[config.mk]
export PLATFORM = sky130hd
export DESIGN_NAME = cache_range_splitter
export DESIGN_NICKNAME = d
export VERILOG_FILES = /design/src/rtl/cache_range_splitter.sv
export SDC_FILE = /design/constraint.sdc
export NUM_CORES = 1
export LEC_CHECK = 0
export ABC_AREA = 1
export BUFFER_PORTS_ARGS = -buffer_cell sky130_fd_sc_hd__buf_2
export CAP_MARGIN = 20
export CORE_UTILIZATION = 48
export CTS_CLUSTER_DIAMETER = 200
export DETAILED_ROUTE_END_ITERATION = 16
export HOLD_SLACK_MARGIN = 0.03
export PLACE_DENSITY_LB_ADDON = 0.08
export SLEW_MARGIN = 15
export SYNTH_ARGS = -nofsm -noshare
export SYNTH_HDL_FRONTEND = slang
export SYNTH_SLANG_ARGS = --single-unit
[constraint.sdc]
create_clock -name clk -period 6.6 [get_ports clk]
set_input_delay 0.33 -clock clk [delete_from_list [all_inputs] [get_ports clk]]
set_output_delay 0.33 -clock clk [all_outputs]
set_load 0.02 [all_outputs]
[src/rtl/cache_range_splitter.sv]
module cache_range_splitter #(
  parameter int ADDR_W     = 32,
  parameter int LINE_BYTES = 32,
  parameter int MAX_BYTES  = 1024,
  parameter int PAGE_BYTES = 4096
) (
  input  logic              clk,
  input  logic              rst_n,
  input  logic              req_valid,
  output logic              req_ready,
  input  logic [1:0]        req_op,
  input  logic [ADDR_W-1:0] req_start,
  input  logic [ADDR_W-1:0] req_end,
  input  logic              wt_override,
  output logic              cmd_valid,
  output logic [1:0]        cmd_op,
  output logic [ADDR_W-1:0] cmd_lo,
  output logic [ADDR_W-1:0] cmd_hi,
  input  logic              cmd_ack,
  output logic              bar_valid,
  input  logic              bar_ack,
  output logic              done
);
  localparam int XW = ADDR_W + 1;
  localparam logic [XW-1:0] LMX = XW'(LINE_BYTES - 1);
  localparam logic [XW-1:0] PMX = XW'(PAGE_BYTES - 1);
  localparam logic [ADDR_W-1:0] LMA = ADDR_W'(LINE_BYTES - 1);
  localparam logic [ADDR_W-1:0] PMA = ADDR_W'(PAGE_BYTES - 1);
  localparam logic [1:0] C_LCI = 2'd0, C_RINV = 2'd1, C_RCLN = 2'd2;

  typedef enum logic [2:0] {S_IDLE, S_HEAD, S_TAIL, S_RUN, S_BAR, S_FIN} st_t;
  st_t st;

  logic [XW-1:0] cur, lim, cap, pgn, ce;
  logic [1:0]    op;
  logic          wt, ph;

  wire is_inv    = (op == 2'b00);
  wire is_flush  = op[1];
  wire head_mis  = |(cur & LMX);
  wire tail_go   = |(lim & LMX) && (cur < lim);
  wire more      = is_inv ? (cur < lim) : (cur != lim);
  wire run_clean = !is_inv && !wt && !(is_flush && ph);
  wire [XW-1:0] req_s = {1'b0, req_start};
  wire [XW-1:0] req_e = {1'b0, req_end};

  assign cap = cur + XW'(MAX_BYTES);
  assign pgn = (cur | PMX) + XW'(1);

  always_comb begin
    ce = lim;
    if (ce > cap) ce = cap;
    if (ce > pgn) ce = pgn;
  end

  assign req_ready = (st == S_IDLE);
  assign bar_valid = (st == S_BAR);
  assign done      = (st == S_FIN);
  assign cmd_valid = (st == S_HEAD && head_mis) || (st == S_TAIL && tail_go) || (st == S_RUN && more);

  always_comb begin
    cmd_op = C_LCI;
    cmd_lo = ADDR_W'(cur & ~LMX);
    cmd_hi = cmd_lo;
    if (st == S_TAIL) begin
      cmd_lo = ADDR_W'(lim & ~LMX);
      cmd_hi = cmd_lo;
    end else if (st == S_RUN) begin
      cmd_op = run_clean ? C_RCLN : C_RINV;
      cmd_lo = ADDR_W'(cur);
      cmd_hi = ADDR_W'(ce - XW'(LINE_BYTES));
    end
  end

  always_ff @(posedge clk or negedge rst_n) begin
    if (!rst_n) begin
      st  <= S_IDLE;
      cur <= '0;
      lim <= '0;
      op  <= 2'b00;
      wt  <= 1'b0;
      ph  <= 1'b0;
    end else begin
      case (st)
        S_IDLE: if (req_valid) begin
          op <= req_op;
          wt <= wt_override;
          ph <= 1'b0;
          if (req_op == 2'b00) begin
            cur <= req_s;
            lim <= req_e;
            st  <= S_HEAD;
          end else begin
            cur <= req_s & ~LMX;
            lim <= (req_e + LMX) & ~LMX;
            st  <= (req_op == 2'b01 && wt_override) ? S_BAR : S_RUN;
          end
        end
        S_HEAD: if (!head_mis) st <= S_TAIL;
                else if (cmd_ack) begin
                  cur <= (cur | LMX) + XW'(1);
                  st  <= S_TAIL;
                end
        S_TAIL: if (!tail_go) st <= S_RUN;
                else if (cmd_ack) begin
                  lim <= lim & ~LMX;
                  st  <= S_RUN;
                end
        S_RUN: if (!more) st <= S_BAR;
               else if (cmd_ack) begin
                 if (run_clean && is_flush) ph <= 1'b1;
                 else begin
                   cur <= ce;
                   ph  <= 1'b0;
                 end
               end
        S_BAR: if (bar_ack) st <= S_FIN;
        default: st <= S_IDLE;
      endcase
    end
  end

  AST_CMD_HOLD: assert property (@(posedge clk) disable iff (!rst_n)
    cmd_valid && !cmd_ack |=> cmd_valid && $stable(cmd_op) && $stable(cmd_lo) && $stable(cmd_hi));
  AST_LINE_ALIGN: assert property (@(posedge clk) disable iff (!rst_n)
    cmd_valid |-> ((cmd_lo & LMA) == '0) && ((cmd_hi & LMA) == '0) && (cmd_hi >= cmd_lo));
  AST_CHUNK_CAP: assert property (@(posedge clk) disable iff (!rst_n)
    cmd_valid |-> (cmd_hi - cmd_lo) < ADDR_W'(MAX_BYTES));
  AST_ONE_PAGE: assert property (@(posedge clk) disable iff (!rst_n)
    cmd_valid |-> (cmd_lo & ~PMA) == (cmd_hi & ~PMA));
  AST_WT_NO_CLEAN: assert property (@(posedge clk) disable iff (!rst_n)
    cmd_valid && wt |-> cmd_op != C_RCLN);
  AST_BAR_ALONE: assert property (@(posedge clk) disable iff (!rst_n)
    bar_valid |-> !cmd_valid && !req_ready);
  AST_DONE_PULSE: assert property (@(posedge clk) disable iff (!rst_n)
    done |=> !done && req_ready);
  AST_DONE_AFTER_BAR: assert property (@(posedge clk) disable iff (!rst_n)
    $rose(done) |-> $past(bar_valid && bar_ack));
endmodule

==> summary.txt, run 1 <==
Critical path
  – Cell mode on critical path: nand2_2
  – Max incr delay on CP: 0.42 ns
  – CP max stage cell: dfrtp_1
  – CP Capture Type: output port
  – R2R cell count: 45
  – Worst Path Max Fanout: 8
  – CP Launch Type: flop
  – Worst EP arrival: 6.30 ns
  – Critical path type: reg -> out
  – Worst endpoint required time: 6.27 ns

Timing
  – Tcrit/Tclk final: 100.5%
  – Worst setup slack after layout: -0.03299 ns
  – Number of max-slew violations in the final report: 0
  – Slew margin rel.: 34.08%
  – Max Fclk: 150.8 MHz
  – Final setup fails: 2
  – Final Hold Vio Count: 0
  – Total negative slack: -0.04772 ns
  – Worst Max-Slew Pin Slew: 0.9852 ns
  – Skew final: 0.008402 ns
  – Final min period: 6.633 ns
  – RSZ-0062 raised after global routing: true

Placement
  – Placed Instances: 2066
  – Detail Placement HPWL: 31.21 mm
  – IO buf count: 141
  – GP Congestion: 0.9945
  – Worst slack, placed: -0.1028 ns

Final layout
  – Fin cells: 2134
  – Layout cells sized above 1: 28.59%
  – P&R area growth vs syn: 34.90%
  – Final #Nets: 2027
  – Fillers: 1814

Routing
  – DR pass1 iterations: 6
  – Routed vias/inst: 5.632
  – Wirelength per Cell: 19.20 um
  – DRC errors left: 0
  – Detailed-route via count: 12018
  – WL final: 40.96 mm
  – Final ANT Viol Nets: 0
  – Iter 0 DRT Violations: 1223

Clock network
  – TritonCTS clock tree: done
  – Clock slew at reported path FFs: 0.07 ns
  – # H-tree levels: 3
  – CTS Buf Count: 9
  – Clk sinks: 73
  – Clk buf depth: 2
  – Root Buffer: clkbuf_16
  – Clk_lat worst skew: 0.36 ns

Worst hold path
  – Worst hold stages: 3
  – Hold Path Class: in -> reg

Global route
  – Via count of the first global-routing pass: 10464
  – Initial antenna violation count: 1
  – GR Util All Layers: 38.80%
  – Largest net degree at the start of global routing: 74
  – First-pass GRT wire length: 59.41 mm
  – GRT Residual Overflow: 0

Status
  – Status: complete, but fails checks
  – Failing checks: setup timing

Floorplanning
  – Core box area: 0.01965 mm^2
  – I/O Pins: 142
  – Die Y: 144.4 um
  – Row cnt: 51
  – Initial core utilization: 49.50%
  – Die W: 144.4 um
  – Die footprint: 0.02084 mm^2

Logic synthesis
  – Post-synth EDFFs: 0
  – Main synth FF type: dfrtp_1
  – Synth cell count leaders: 431 x nand2_1, 206 x inv_1, 158 x nor2_1, 156 x o21ai_0, 96 x nand3_1
  – Top cell type's share of synthesized area: 18.78%
  – Post-synthesis sequential area ratio: 18.78%
  – FF+latch count, synth: 73
  – Count of unique library cells instantiated by Yosys: 55
  – Most common cell in the netlist: nand2_1
  – Mapped cell area: 0.009729 mm^2
  – Post-synthesis net count: 1748
  – Mean Syn Cell Area: 6.138 um^2
  – Async SR Flop Fraction: 100.0%
  – Yosys top cell by area: dfrtp_1
  – Syn Inst Count: 1585
  – Warning count from the yosys run: 0
  – Top cells by area, synth: dfrtp_1 19%, nand2_1 17%, ha_1 12%, o21ai_0 8.0%, inv_1 7.9%

Run
  – Max cap viols: 0
## cells in the final DEF (no fill, tap or decap), types with 5 or more instances in the layout
master / count
nand2_1: 383
nand2_2: 50
ha_1: 83
buf_2: 123
o311ai_0: 5
xnor2_1: 7
nor2_1: 129
o21ai_1: 19
nor3_2: 5
nand4_1: 17
xor2_1: 39
a31oi_1: 9
ha_4: 8
mux2i_1: 12
a21oi_2: 5
buf_4: 168
buf_6: 17
o21ai_0: 132
clkbuf_16: 11
o21ai_4: 5
inv_2: 16
nand2_4: 16
o211ai_1: 13
nand3_1: 90
nand3_2: 9
o21ai_2: 14
nor3_1: 19
nor2_4: 19
nor2_2: 27
dfrtp_1: 72
nor4_1: 6
a21oi_1: 63
inv_1: 196
## layer usage
| layer | global-route usage (%) | vias up | wire [um] |
|---|---|---|---|
| met1 | 55.29 | 5452 | 17780 |
| met4 | 11.91 | 0 | 1276 |
| met3 | 10.63 | 88 | 4852 |
| met2 | 56.20 | 700 | 17060 |
| li1 | - | 5778 | - |
| met5 | 0 | - | 0 |
## path summary, 6_finish.rpt
| path | from | end | slack, ns |
|---|---|---|---|
| setup / recovery | cur[13]$_DFFE_PN0P_ | cmd_hi[31] | -0.03 |
| hold / removal | wt_override | wt$_DFFE_PN0P_ | 0.19 |
| setup reg to reg | cur[13]$_DFFE_PN0P_ | cur[25]$_DFFE_PN0P_ | 0.61 |
| hold reg to reg | op[0]$_DFFE_PN0P_ | op[0]$_DFFE_PN0P_ | 0.48 |
| max in group asynchronous | rst_n | lim[28]$_DFFE_PN0P_ | 5.55 |
| min in group asynchronous | rst_n | st[0]$_DFFE_PN0P_ | 0.43 |
## sequential cells by signal, summed over array words and instances, names as in the netlist
name,count
cur,33
op,2
ph,1
wt,1
lim,33
st,3
## critical path: cells and delay by family (launching register included)
| kind | cells | cell delay, ns |
|---|---|---|
| xor gates and xnor gates | 1 | 0.16 |
| AOI/OAI and AO/OA | 2 | 0.32 |
| DFF | 1 | 0.42 |
| adders and majority gates | 3 | 0.76 |
| buffers and inverters | 10 | 1.01 |
| and+or+nand+nor | 30 | 3.24 |
## area by class of cell
type	count	area (um^2)	share of cell area [%]
clock inverters	6	43.79	0.3337
flip-flops and latches	73	1828	13.93
clock buffers	9	225.2	1.716
well taps	265	331.6	2.526
repair buffers	320	2308	17.59
inverters	215	812.0	6.187
diodes	1	2.502	0.01907
multi-input cells	1245	7574	57.70
## logic make-up after synthesis
group | synth area share (%)
simple gates | 35.53
compound gates | 17.34
flops | 18.78
mux | 1.235
fa+ha+maj | 11.70
xor+xnor | 4.501
buf+inv | 10.92
## metrics by stage
stage	hold slack [ns]	area, um^2	utilization [%]
after floorplan	0.03441	9729	-
after global placement	0.4610	11520	58.61
after detailed placement	0.4609	11520	58.61
after CTS	0.1854	12130	61.70
after global routing	0.2146	13120	66.77
final	0.1897	13130	66.78
## repair_timing
item | CTS | global route
cloned | 1 | 2
setup buffers | 16 | 31
endpoints found under the setup margin | 24 | 33
resized for setup | 55 | 194
pin swaps | 17 | 95
hold buffers | 0 | 1
hold endpoints to repair | 0 | 24
Power of run 1 is not shown: default switching activity piles up to over one toggle a cycle in this logic, so the estimate is an artifact.
==> run 2, diff against run 1 <==
Settings changed: ABC_AREA 1 to default, CAP_MARGIN 20 to 5.
==> run 2 against run 1 <==
  * Register-to-register slack got worse by 0.71 ns
  * Critical endpoint unchanged
  * Design area increased by 4.6%
  * Critical path depth decreased by 12
  * The flow still finishes with violations (setup timing)
  * Utilization increased by 1.1 points
  * First-iteration DRC count decreased by 0.49%
  * Largest cell class unchanged
  * Fmax decreased by 15%
  * Final cell count decreased by 7.9%
  * Clock skew increased by 0.0069 ns
==> summary.txt, run 2 <==
Routing
  – DRC errors left: 0 (unchanged)
  – DR pass1 iterations: 9 (+3)
  – Detailed-route via count: 12070 (+0.43%)
  – Met2 wire len: 18.33 mm (+7.5%)
  – Routed vias/inst: 6.139 (+9.0%)
  – Met1 WL: 18.83 mm (+5.9%)
  – Top sig layer: met4
  – WL final: 42.47 mm (+3.7%)
  – Wirelength per Cell: 21.60 um (+13%)
  – Wire length on met3: 3.952 mm (-19%)
  – Iter 0 DRT Violations: 1217 (-0.49%)
  – Final ANT Viol Nets: 0 (unchanged)

Timing
  – Slew margin rel.: 29.64% (-4.4 points)
  – Total negative slack: -21.46 ns (-21.41 ns)
  – Final min period: 7.844 ns (+1.211 ns)
  – Tcrit/Tclk final: 118.8% (+18 points)
  – Final Hold Vio Count: 0 (unchanged)
  – RSZ-0062 raised after global routing: true
  – Worst Max-Slew Pin Slew: 1.051 ns (+0.06550 ns)
  – Number of max-slew violations in the final report: 0 (unchanged)
  – Worst setup slack after layout: -1.244 ns (-1.211 ns)
  – Max Fclk: 127.5 MHz (-15%)
  – Skew final: 0.01526 ns (+0.006854 ns)
  – Final setup fails: 34 (+32)

Logic synthesis
  – Syn Inst Count: 1380 (-13%)
  – Mapped cell area: 0.009903 mm^2 (+1.8%)
  – Synth cell count leaders: 206 x nand2_1, 113 x nor2_1, 113 x o21ai_0, 91 x ha_1, 84 x inv_1
  – Most common cell in the netlist: nand2_1
  – Yosys top cell by area: dfrtp_1
  – Warning count from the yosys run: 0 (unchanged)
  – Post-synthesis sequential area ratio: 18.45% (-0.33 points)
  – Post-synthesis net count: 1543 (-12%)
  – Count of unique library cells instantiated by Yosys: 76 (+38%)
  – Post-synth EDFFs: 0 (unchanged)
  – Top cells by area, synth: dfrtp_1 18%, ha_1 11%, nand2_1 7.8%, o21ai_0 5.7%, xnor2_1 5.0%
  – FF+latch count, synth: 73 (unchanged)
  – Top cell type's share of synthesized area: 18.45% (-0.33 points)
  – Mean Syn Cell Area: 7.176 um^2 (+17%)
  – Async SR Flop Fraction: 100.0% (unchanged)
  – Main synth FF type: dfrtp_1

Clock network
  – Clk_lat worst skew: 0.37 ns (about the same)
  – Clk sinks: 73 (unchanged)
  – Root Buffer: clkbuf_16
  – CTS Buf Count: 9 (unchanged)
  – Clk buf depth: 2 (unchanged)
  – Clock slew at reported path FFs: 0.08 ns (about the same)
  – TritonCTS clock tree: done
  – # H-tree levels: 3 (unchanged)

Critical path
  – CP max stage cell: or4_4
  – CP Capture Type: output port
  – Worst endpoint required time: 6.27 ns (about the same)
  – CP Launch Type: flop
  – Max incr delay on CP: 0.50 ns (+0.08 ns)
  – Critical path type: reg -> out
  – Worst EP arrival: 7.51 ns (+1.21 ns)
  – Worst Path Max Fanout: 8 (unchanged)

Placement
  – Detail Placement HPWL: 31.19 mm (about the same)
  – GP Congestion: 0.9985 (+0.40%)
  – Placed Instances: 1912 (-7.5%)
  – IO buf count: 141 (unchanged)

Final layout
  – Fillers: 1796 (-0.99%)
  – Commonest non-fill, non-tap cell in the layout: buf_4
  – P&R area growth vs syn: 38.66%
  – Fin cells: 1966 (-7.9%)
  – Biggest regs: cur x33, lim x33, st x3
  – N_diodes: 0 (-1)
  – Most frequent cells in the layout: 248 x buf_4, 202 x nand2_1, 113 x buf_2, 106 x nor2_1, 99 x o21ai_0
  – Final core utilization: 67.86% (+1.1 points)
  – Final #Nets: 1854 (-8.5%)
  – Layout cells sized above 1: 32.37% (+3.8 points)

Global route
  – GRT Residual Overflow: 0 (unchanged)
  – Largest net degree at the start of global routing: 62 (-16%)
  – First-pass GRT wire length: 62.27 mm (+4.8%)
  – GR Util All Layers: 38.21% (-0.59 points)
  – Via count of the first global-routing pass: 10809 (+3.3%)
  – Initial antenna violation count: 0 (-1)

Floorplanning
  – Die Y: 145.6 um (+0.88%)
  – Initial core utilization: 48.94% (-0.56 points)
  – Core box area: 0.02023 mm^2 (+3.0%)
  – Die W: 145.6 um (+0.88%)
  – Row cnt: 52 (+2.0%)
  – Die footprint: 0.02121 mm^2 (+1.8%)
  – I/O Pins: 142 (unchanged)

Status
  – Failing checks: setup timing
  – Status: complete, but fails checks

Run
  – Max cap viols: 0 (unchanged)

Worst hold path
  – Hold Path Class: in -> reg
## run 2: metrics by stage
step | setup slack (ns) | instance area [um^2] | hold slack [ns]
after floorplan | -0.7638 | 10050 | 0.03441
after global placement | -0.8526 | 12300 | 0.2333
after detailed placement | -0.9590 | 12300 | 0.2291
after CTS | -1.082 | 13050 | 0.2052
after global routing | -1.442 | 13730 | 0.2293
final | -1.244 | 13730 | 0.2129
## run 2: kinds of logic (layout without fill, tap and decap cells)
group	after synthesis	after routing	synth area share [%]
and+or+nand+nor	526	526	25.24
AOI/OAI and AO/OA	358	358	22.98
buffers and inverters	176	492	7.201
xor gates and xnor gates	103	103	9.109
adders and majority gates	91	91	11.50
DFF	73	73	18.45
muxes	53	53	5.521
## run 2: routing by layer
metal	track usage, %	vias to the layer above
met1	55.59	5701
met5	0	-
met2	57.09	736
met3	6.113	92
met4	12.89	0
li1	-	5541
## run 2: worst max-delay path: cells and delay by family, from the launching register on
family | cells | cell delay [ns]
flops | 1 | 0.38
fa+ha+maj | 3 | 0.65
buf+inv | 7 | 1.02
compound gates | 5 | 0.96
simple gates | 15 | 3.17
mux | 2 | 0.52
xor+xnor | 2 | 0.43
## run 2: timing repair
item / in CTS / in global routing
hold buffers: 1 / 0
cloned: 0 / 3
pin swaps: 23 / 28
setup buffers: 12 / 23
endpoints found under the setup margin: 54 / 55
endpoints found under the hold margin: 18 / 0
gates resized for setup: 80 / 93
## run 2: worst paths after layout
check,from,endpoint,slack [ns],depth (start not counted)
min reg2reg,ph$_DFFE_PN0P_,ph$_DFFE_PN0P_,0.49,2
max reg2reg,cur[16]$_DFFE_PN0P_,cur[28]$_DFFE_PN0P_,-0.10,29
max in group asynchronous,rst_n,lim[29]$_DFFE_PN0P_,5.13,3
min,wt_override,wt$_DFFE_PN0P_,0.21,3
max,cur[16]$_DFFE_PN0P_,cmd_hi[31],-1.24,34
min in group asynchronous,rst_n,cur[16]$_DFFE_PN0P_,0.38,2
## run 2: cell type report
type                            count  area (um^2)  area share, %
Multi-Input combinational cell   1131         8088          58.90
Clock buffer                        9        225.2          1.640
Tap cell                          270        337.8          2.460
Inverter                           85        319.1          2.323
Sequential cell                    73         1827          13.30
Clock inverter                      7        86.33         0.6287
Timing Repair Buffer              391         2849          20.75
Power of run 2 is left out for the same reason.
==> run 3, diff against run 2 <==
Settings changed: CELL_PAD_IN_SITES_DETAIL_PLACEMENT from default to 1, CELL_PAD_IN_SITES_GLOBAL_PLACEMENT from default to 1, CORE_UTILIZATION 48 to 39.
==> run 3 against run 2 <==
  * The run still ends with setup timing left
  * Count of clock-buffer cells in the layout is the same
  * Sequential share of layout area shrank 0.90 points
  * First-iteration DRC count is 16% higher
  * Design area is 7.4% higher
  * Setup slack got worse by 0.80 ns
  * Register-to-register slack got worse by 0.84 ns
==> summary.txt, run 3 (same netlist as run 2, synthesis figures left out) <==
Critical path
  – CP Capture Type: output port
  – Critical path type: reg -> out
  – Worst endpoint required time: 6.27 ns (about the same)
  – CP max stage cell: mux2i_1
  – R2R Path End: cur[15]$_DFFE_PN0P_
  – Worst EP arrival: 8.31 ns (+0.80 ns)
  – R2R cell count: 36 (+24%)
  – Flop2flop setup slack: -0.94 ns (-0.84 ns)
  – Max incr delay on CP: 0.64 ns (+0.14 ns)
  – Setup crit start: cur[16]$_DFFE_PN0P_
  – Worst Path Max Fanout: 27 (+19)
  – Reg-to-Reg Start: cur[16]$_DFFE_PN0P_
  – CP Launch Type: flop

Floorplanning
  – Core box area: 0.02460 mm^2 (+22%)
  – Row cnt: 57 (+9.6%)
  – Die Y: 161.4 um (+11%)
  – Die footprint: 0.02603 mm^2 (+23%)
  – Initial core utilization: 40.25% (-8.7 points)
  – I/O Pins: 142 (unchanged)
  – Die W: 161.4 um (+11%)

Global route
  – GR Util met1: 52.25% (-3.3 points)
  – Busiest grt layer: met2
  – Largest net degree at the start of global routing: 62 (unchanged)
  – GR Util All Layers: 38.31% (+0.10 points)
  – Via count of the first global-routing pass: 12429 (+15%)
  – Grt met3 use: 8.192% (+2.1 points)
  – Met2 track demand over resource: 59.64% (+2.5 points)
  – First-pass GRT wire length: 75.15 mm (+21%)
  – Initial antenna violation count: 2 (+2)
  – GRT Residual Overflow: 0 (unchanged)

Routing
  – Detailed-route via count: 13109 (+8.6%)
  – DR pass1 iterations: 6 (-3)
  – Final ANT Viol Nets: 0 (unchanged)
  – Routed vias/inst: 6.333 (+3.2%)
  – DRC errors left: 0 (unchanged)
  – WL final: 55.66 mm (+31%)
  – Iter 0 DRT Violations: 1414 (+16%)
  – Wirelength per Cell: 26.89 um (+24%)

Final layout
  – Most frequent cells in the layout: 262 x buf_4, 196 x nand2_1, 113 x buf_2, 105 x nor2_1, 89 x o21ai_0
  – N_diodes: 0 (unchanged)
  – Final #Nets: 1904 (+2.7%)
  – Fin cells: 2070 (+5.3%)
  – Layout cells sized above 1: 36.08% (+3.7 points)
  – Biggest regs: cur x33, lim x33, st x3
  – Commonest non-fill, non-tap cell in the layout: buf_4
  – P&R area growth vs syn: 48.87%
  – Fillers: 3027 (+69%)

Clock network
  – Clock slew at reported path FFs: 0.08 ns (about the same)
  – # H-tree levels: 3 (unchanged)
  – Clk_lat worst skew: 0.37 ns (about the same)
  – Clk sinks: 73 (unchanged)
  – CTS Buf Count: 9 (unchanged)
  – TritonCTS clock tree: done
  – Root Buffer: clkbuf_16
  – Clk buf depth: 2 (unchanged)

Timing
  – Total negative slack: -59.78 ns (-38.33 ns)
  – Final Hold Vio Count: 0 (unchanged)
  – Number of max-slew violations in the final report: 0 (unchanged)
  – Max Fclk: 115.8 MHz (-9.2%)
  – Tcrit/Tclk final: 130.9% (+12 points)
  – Skew final: 0.01439 ns (-0.0008638 ns)
  – Slew margin rel.: 29.38% (-0.26 points)
  – Final min period: 8.639 ns (+0.7953 ns)
  – RSZ-0062 raised after global routing: true
  – Worst Max-Slew Pin Slew: 1.051 ns (+0.0005717 ns)
  – Worst setup slack after layout: -2.039 ns (-0.7953 ns)
  – Final setup fails: 65 (+91%)

Placement
  – Placed Instances: 1971 (+3.1%)
  – Detail Placement HPWL: 36.45 mm (+17%)
  – GP Congestion: 0.9583 (-4.0%)
  – IO buf count: 141 (unchanged)

Run
  – Max cap viols: 0 (unchanged)

Status
  – Status: complete, but fails checks
  – Failing checks: setup timing

Worst hold path
  – Worst hold endpoint: cur[28]$_DFFE_PN0P_
  – Worst hold start: req_start[28]
  – Worst hold stages: 3 (unchanged)
  – Hold Path Class: in -> reg
run 3: cell types whose count changed in the layout (fill, tap and decap cells not counted), moves of 4 or more:
cell and change:
a21oi_4 +4, buf_12 +7, buf_16 +4, buf_4 +14, buf_6 +22, buf_8 +5, ha_1 -4, ha_4 +4
mux2i_2 -5, mux2i_4 +6, nand2_1 -6, o21ai_0 -10, o21ai_1 +10
run 3: stage by stage:
step / hold WS [ns] / worst slack [ns] / instance area [um^2] / util [%]
3_5_place_dp: 0.2999 / -1.222 / 12430 / 50.52
6_report: 0.2167 / -2.039 / 14740 / 59.92
3_3_place_gp: 0.2981 / -1.055 / 12430 / 50.52
2_1_floorplan: 0.03441 / -0.7638 / 10050 / -
5_1_grt: 0.2331 / -2.032 / 14740 / 59.92
4_1_cts: 0.2161 / -1.218 / 13780 / 55.99
run 3: final cells by class:
cell class	instances	area, um^2	share of cell area [%]
Clock buffer	9	225.2	1.528
Clock inverter	7	85.08	0.5771
Inverter	85	319.1	2.164
Multi-Input combinational cell	1131	8403	57.00
Sequential cell	73	1828	12.40
Tap cell	324	405.4	2.750
Timing Repair Buffer	441	3477	23.58
run 3: worst max-delay path by stage:
stage            endpoint  cells past startpoint
2_1_floorplan  cmd_hi[13]                     33
3_3_place_gp   cmd_hi[31]                     33
3_5_place_dp   cmd_hi[21]                     33
4_1_cts        cmd_hi[29]                     34
5_1_grt        cmd_hi[27]                     36
6_report       cmd_hi[27]                     36
run 3: layer usage:
layer	wire, um	vias up	share of wire (%)
met2	24750	807	44
li1	-	5634	-
met4	2743	2	4.9
met3	5489	196	9.9
met5	16	-	0.029
met1	22670	6470	41
run 3: worst max-delay path: cells and delay by family (launching register included):
family                   cells  cell delay (ns)
AND/OR/NAND/NOR             12             2.02
AO/OA/AOI/OAI                9             1.89
buffers and inverters        8             1.45
adder cells (fa/ha/maj)      3             0.87
multiplexers                 2             0.85
XOR/XNOR                     2             0.46
flip-flops                   1             0.38
run 3: timing repair:
| action | 4_1_cts | 5_1_grt |
|---|---|---|
| setup endpoints to repair | 64 | 65 |
| hold buffers | 1 | 0 |
| gates cloned | 3 | 1 |
| resized for setup | 138 | 133 |
| pin swaps | 46 | 73 |
| hold endpoints to repair | 27 | 0 |
| setup buffers | 42 | 40 |
Power of run 3 is left out for the same reason.
